===== src/rtl/ubp_pkg.sv =====
package ubp_pkg;
  localparam int BYTE_W = 8;
  localparam int BANKS  = 4;
  localparam int SEL_W  = $clog2(BANKS);
  localparam int WORD_W = BANKS * BYTE_W;

  typedef enum logic [1:0] {
    SZ_ONE  = 2'd0,
    SZ_TWO  = 2'd1,
    SZ_FOUR = 2'd2,
    SZ_WIDE = 2'd3
  } sizeCode_e;

  typedef struct packed {
    logic [BANKS-1:0] bankBump;
    logic [BANKS-1:0] bankWrite;
    logic [BANKS-1:0] laneKeep;
    logic [SEL_W-1:0] rot;
    logic             capture;
  } strobe_t;
endpackage


===== src/rtl/ubp_ctrl.sv =====
module ubp_ctrl
  import ubp_pkg::*;
(
  input  logic             clk,
  input  logic             rstN,
  input  logic             reqValid,
  input  logic [SEL_W-1:0] reqOffset,
  input  logic [1:0]       reqSize,
  input  logic             reqWrite,
  output strobe_t          strobe
);
  logic [SEL_W:0] byteCount;

  always_comb begin
    case (sizeCode_e'(reqSize))
      SZ_ONE:  byteCount = (SEL_W+1)'(1);
      SZ_TWO:  byteCount = (SEL_W+1)'(2);
      default: byteCount = (SEL_W+1)'(BANKS);
    endcase
  end

  always_comb begin
    logic [SEL_W-1:0] rel;
    strobe = '0;
    strobe.rot = reqOffset;
    strobe.capture = reqValid && !reqWrite;
    for (int b = 0; b < BANKS; b++) begin
      rel = SEL_W'(b) - reqOffset;
      strobe.bankBump[b]  = SEL_W'(b) < reqOffset;
      strobe.bankWrite[b] = reqValid && reqWrite && ({1'b0, rel} < byteCount);
      strobe.laneKeep[b]  = (SEL_W+1)'(b) < byteCount;
    end
  end

  // a one-byte write touches exactly one bank
  assert_byte_one_bank_R4: assert property (@(posedge clk) disable iff (!rstN)
    (reqValid && reqWrite && reqSize == 2'd0) |-> $onehot(strobe.bankWrite));

  // a two-byte write touches exactly two banks
  assert_half_two_banks_R4: assert property (@(posedge clk) disable iff (!rstN)
    (reqValid && reqWrite && reqSize == 2'd1) |-> $countones(strobe.bankWrite) == 2);

  // a four-byte write touches every bank
  assert_word_all_banks_R4: assert property (@(posedge clk) disable iff (!rstN)
    (reqValid && reqWrite && reqSize[1]) |-> (&strobe.bankWrite));
endmodule


===== src/rtl/ubp_dp.sv =====
module ubp_dp
  import ubp_pkg::*;
#(
  parameter int ADDR_W = 32,
  localparam int BANK_AW = ADDR_W - SEL_W
) (
  input  logic                     clk,
  input  logic                     rstN,
  input  logic [ADDR_W-1:0]        reqAddr,
  input  logic [WORD_W-1:0]        reqWdata,
  input  logic [WORD_W-1:0]        bankRdata,
  input  strobe_t                  strobe,
  output logic [BANKS*BANK_AW-1:0] bankAddr,
  output logic [WORD_W-1:0]        bankWdata,
  output logic [BANKS-1:0]         bankWe,
  output logic [WORD_W-1:0]        rdData,
  output logic                     rdValid
);
  logic [BANK_AW-1:0] baseWord;
  logic [WORD_W-1:0]  assembled;

  assign baseWord = reqAddr[ADDR_W-1:SEL_W];
  assign bankWe   = strobe.bankWrite;

  for (genvar b = 0; b < BANKS; b++) begin : gBankAddr
    assign bankAddr[b*BANK_AW +: BANK_AW] = baseWord + BANK_AW'(strobe.bankBump[b]);
  end

  // write crossbar: operand lane -> bank
  always_comb begin
    logic [SEL_W-1:0] lane;
    bankWdata = '0;
    for (int b = 0; b < BANKS; b++) begin
      lane = SEL_W'(b) - strobe.rot;
      bankWdata[b*BYTE_W +: BYTE_W] = reqWdata[int'(lane)*BYTE_W +: BYTE_W];
    end
  end

  // read crossbar: bank -> operand lane, lanes beyond size cleared
  always_comb begin
    logic [SEL_W-1:0] src;
    assembled = '0;
    for (int i = 0; i < BANKS; i++) begin
      src = SEL_W'(i) + strobe.rot;
      assembled[i*BYTE_W +: BYTE_W] =
        strobe.laneKeep[i] ? bankRdata[int'(src)*BYTE_W +: BYTE_W] : '0;
    end
  end

  always_ff @(posedge clk) begin
    if (!rstN) begin
      rdData  <= '0;
      rdValid <= 1'b0;
    end else begin
      rdValid <= strobe.capture;
      if (strobe.capture) rdData <= assembled;
    end
  end

  // a read request yields a valid result next cycle
  assert_rd_valid_R6: assert property (@(posedge clk) disable iff (!rstN)
    strobe.capture |=> rdValid);

  // result register holds when no read is requested
  assert_rd_hold_R6: assert property (@(posedge clk) disable iff (!rstN)
    !strobe.capture |=> $stable(rdData));

  // a read never writes a bank
  assert_no_write_on_read_R8: assert property (@(posedge clk) disable iff (!rstN)
    strobe.capture |-> (bankWe == '0));

  // a single-byte read returns zero in upper lanes
  assert_narrow_zero_R5: assert property (@(posedge clk) disable iff (!rstN)
    (strobe.capture && !strobe.laneKeep[1]) |=> (rdData[WORD_W-1:BYTE_W] == '0));
endmodule


===== src/rtl/unaligned_bank_port.sv =====
module unaligned_bank_port
  import ubp_pkg::*;
#(
  parameter int ADDR_W = 32,
  localparam int BANK_AW = ADDR_W - SEL_W
) (
  input  logic                     clk,
  input  logic                     rstN,
  input  logic                     reqValid,
  input  logic [ADDR_W-1:0]        reqAddr,
  input  logic [1:0]               reqSize,
  input  logic                     reqWrite,
  input  logic [WORD_W-1:0]        reqWdata,
  input  logic [WORD_W-1:0]        bankRdata,
  output logic [BANKS*BANK_AW-1:0] bankAddr,
  output logic [WORD_W-1:0]        bankWdata,
  output logic [BANKS-1:0]         bankWe,
  output logic [WORD_W-1:0]        rdData,
  output logic                     rdValid
);
  strobe_t strobe;

  ubp_ctrl uCtrl (
    .clk       (clk),
    .rstN      (rstN),
    .reqValid  (reqValid),
    .reqOffset (reqAddr[SEL_W-1:0]),
    .reqSize   (reqSize),
    .reqWrite  (reqWrite),
    .strobe    (strobe)
  );

  ubp_dp #(.ADDR_W(ADDR_W)) uDp (
    .clk       (clk),
    .rstN      (rstN),
    .reqAddr   (reqAddr),
    .reqWdata  (reqWdata),
    .bankRdata (bankRdata),
    .strobe    (strobe),
    .bankAddr  (bankAddr),
    .bankWdata (bankWdata),
    .bankWe    (bankWe),
    .rdData    (rdData),
    .rdValid   (rdValid)
  );
endmodule


===== config.mk =====
export PLATFORM = sky130hd
export DESIGN_NAME = unaligned_bank_port
export DESIGN_NICKNAME = d
export VERILOG_FILES = /design/src/rtl/ubp_pkg.sv /design/src/rtl/ubp_ctrl.sv /design/src/rtl/ubp_dp.sv /design/src/rtl/unaligned_bank_port.sv
export SDC_FILE = /design/constraint.sdc
export NUM_CORES = 1
export LEC_CHECK = 0
export BUFFER_PORTS_ARGS = -buffer_cell sky130_fd_sc_hd__buf_2
export CAP_MARGIN = 25
export CORE_MARGIN = 3
export CORE_UTILIZATION = 38
export DETAILED_ROUTE_END_ITERATION = 16
export GPL_TIMING_DRIVEN = 0
export MAX_ROUTING_LAYER = met4
export PLACE_DENSITY = 0.74
export SLEW_MARGIN = 20
export SYNTH_ARGS = -nofsm -noshare
export SYNTH_HDL_FRONTEND = slang
export SYNTH_SLANG_ARGS = --single-unit
export TNS_END_PERCENT = 5

===== constraint.sdc =====
create_clock -name clk -period 3.1 [get_ports clk]
set_clock_uncertainty 0.2 [all_clocks]
set_input_delay 0 -clock clk [delete_from_list [all_inputs] [get_ports clk]]
set_output_delay 0 -clock clk [all_outputs]
set_load 0.01 [all_outputs]

==> key figures <==
Drt
  – WL per Instance: about 19 microns
  – Post-route ant nets: 0
  – Routed WL: ~19 mm
  – Initial DRC Count: slightly above 500
  – Vias: 5548
  – Via density per instance: around 5.6
  – Pre-Repair DR Iteration Count: 5
  – DR DRC count: 0

Power and ir drop
  – Power Total: around 1.8 mW
  – Leak: 2.939 nW
  – Worst-case vdd ir drop: around 0.00024 V
  – Power Density: 271.9 nW/um^2

Layout
  – Area grow syn2layout: 39.28%
  – Fraction of layout cells with a size suffix above 1: 0.5110
  – Nets@finish: 932

Floorplanning
  – Full die area: approximately 14000 sq um
  – Die Span X: approximately 120 microns
  – Initial core utilization: 0.3983
  – Row Count: 40
  – Core footprint: 12260 sq um
  – I/O Pins: just under 300
  – Die H: around 120 microns

STA
  – Final Hold Viols: 0
  – Top achievable clock speed: between 0.3 and 0.4 GHz
  – Final setup viols: 0
  – Setup_tns: 0 ns
  – Fin worst setup slack: 0.3262 ns
  – Tightest Pin Transition: ~1 ns
  – Slew Limit Headroom: 0.3425
  – Fin crit period: 2.774 ns
  – RSZ-0062 raised after global routing: no
  – Max-slew violations: 0
  – Part of the cycle the worst path needs: 0.8948

CTS
  – CTS tree: built
  – TritonCTS Buffers: 5
  – CTS clock-pin slew for the worst setup and hold paths: ~0.06 ns
  – Clk buf depth: 2
  – Post-CTS Setup Repair Bufs: 0
  – Clock Tree Root: clkbuf_16
  – Htree depth: 2
  – Clock sink count: 33
  – Worst skew pair latency: ~0.28 ns

Hold path
  – Hold Path Class: in -> reg

Setup path
  – CP max stage delay: ~0.30 ns
  – Slowest CP cell: ha_1
  – R2r setup slk: roughly 2.2 ns
  – Crit path launch type: input port
  – Crit-path max FO: 19
  – Critical Path RT: approximately 2.9 ns
  – Crit path top cell by count: buf_2
  – Kind of critical path: in -> out
  – Crit-path cells: buf_2 > buf_6 > inv_1 > ha_1 > buf_2 > buf_4 > buf_6 > inv_1 > ha_1 > a21oi_1 > nor2_1 > nor2_1 > buf_4 > buf_2
  – Worst path buffer plus inverter count: 9
  – WP data arrival: around 2.6 ns
  – CP top delay family: buffers and inverters
  – Crit end category: output port

Yosys
  – FFs w/ async S/R, synth: 0
  – Commonest cells in the netlist: xnor2_1 (66), mux4_2 (64), nand2_1 (40)
  – Post-Syn Instances: 523
  – Simple-gate share of the synthesized area: 0.2165
  – Post-Synth Adder-Cell Area: 0.03331
  – Syn. warnings: 0
  – Multiplexer area fraction after synthesis: 0.2952
  – Cell area after synthesis: ~4900 sq um
  – XOR/XNOR share of the synthesized area: 0.1507
  – Avg Cell Area, Syn: roughly 9.3 sq um
  – Synth cell types: 36
  – Post-synth top area share: 0.2952
  – Largest family of logic cells by synthesized area: multiplexers
  – Post-synth EDFFs: 0
  – Yosys reg bits: 33
  – Mapped Nets: around 640
  – Top cells by area, synth: mux4_2 (30%), dfxtp_1 (14%), xnor2_1 (12%), buf_4 (5.5%), a22oi_1 (3.7%)
  – Synth Area in Compound Gates: 0.05534
  – Cell taking the most area after synthesis: mux4_2
  – Ys flop type: dfxtp_1
  – Most frequent cell after synthesis: xnor2_1
  – Sequential share of the synthesized area: 0.1353

Global route
  – Number of global-route vias before repair: around 5300
  – Initial antenna violation count: 1
  – GRT Residual Overflow: 0
  – Largest net degree at the start of global routing: 20
  – First-pass GRT wire length: around 29 mm
  – Total track usage: 0.2574

Status
  – Status: finished, final reports clean

Place
  – Final GP Congestion: ~0.94
  – Pre-CTS WS: -1.089 ns
  – Post-DP HPWL: roughly 15 mm
  – Count of input and output buffers: 270

Run
  – Maxcap violations: 0
[registers in the layout, indices dropped and copies added (netlist names)]
name	count
uDp.rdValid	1
uDp.rdData	32
[layout by cell type (no fill, tap or decap), types with 3 or more instances in the layout]
| cell | n |
|---|---|
| dfxtp_1 | 33 |
| and2_1 | 4 |
| and4_1 | 3 |
| nor4_2 | 3 |
| nand3_1 | 34 |
| clkbuf_1 | 19 |
| and3_1 | 3 |
| ha_1 | 13 |
| dlygate4sd3_1 | 21 |
| nor2b_1 | 25 |
| a22oi_1 | 24 |
| nor2_1 | 21 |
| clkbuf_16 | 5 |
| nor4_1 | 8 |
| mux4_2 | 64 |
| nand2_1 | 40 |
| a21boi_0 | 8 |
| buf_2 | 293 |
| xnor2_1 | 66 |
| nor3_1 | 9 |
| inv_1 | 9 |
| nand4_1 | 26 |
| buf_4 | 38 |
| a21oi_1 | 4 |
| xor2_1 | 18 |
| buf_1 | 5 |
[timing repair]
action | 4_1_cts | 5_1_grt
resized for setup | 5 | 1
endpoints found under the setup margin | 41 | 1
hold endpoints to repair | 23 | 0
hold buffers | 21 | 0
[worst reg2reg max path, stage by stage, from the launching register on]
cell and delay (ns):
dfxtp_1 0.33, a22oi_1 0.21, nor2b_1 0.07
[logic make-up after synthesis]
kind of cell / after synthesis
simple gates: 190
buf+inv: 102
xor+xnor: 84
mux: 64
compound gates: 37
flops: 33
fa+ha+maj: 13
[final timing paths]
kind / start / to / depth (start not counted)
worst max-delay path: reqAddr[1] / bankWe[2] / 14
worst min-delay path: bankRdata[0] / uDp.rdData[16]$_SDFFE_PN0P_ / 4
worst max register to register: uDp.rdData[21]$_SDFFE_PN0P_ / uDp.rdData[21]$_SDFFE_PN0P_ / 2
worst min register to register: uDp.rdData[1]$_SDFFE_PN0P_ / uDp.rdData[1]$_SDFFE_PN0P_ / 2
[report_power, final]
group	internal (mW)	switching, mW
logic	0.436	0.467
registers	0.445	0.0115
clock network	0.294	0.195
total	1.18	0.674
[per-stage QoR]
step | cells | util | instance area, sq um | hold WS [ns]
after CTS | 987 | 0.5546 | 6800 | 0.04241
after floorplan | 523 | - | 4883 | -0.1199
after global placement | 961 | 0.5256 | 6445 | -0.01519
after global routing | 987 | 0.5547 | 6802 | 0.05260
after detailed placement | 961 | 0.5256 | 6445 | -0.01544
final | 987 | 0.5547 | 6802 | 0.03779
[area by class of cell]
class,instances,area [sq um]
Buffer,89,523.0
Timing Repair Buffer,291,1562
Sequential cell,33,660.6
Antenna cell,1,2.502
Clock buffer,5,125.1
Clock inverter,3,17.52
Tap cell,168,210.2
Inverter,9,33.78
Fill cell,1125,5460
Multi-Input combinational cell,388,3667
[metal layers]
| layer | share of wire | track usage |
|---|---|---|
| met5 | 0 | - |
| met1 | 0.36 | 0.2999 |
| met2 | 0.50 | 0.4359 |
| met4 | 0.040 | 0.09592 |
| met3 | 0.11 | 0.05698 |
No activity file was read; power rests on OpenSTA's default activity.
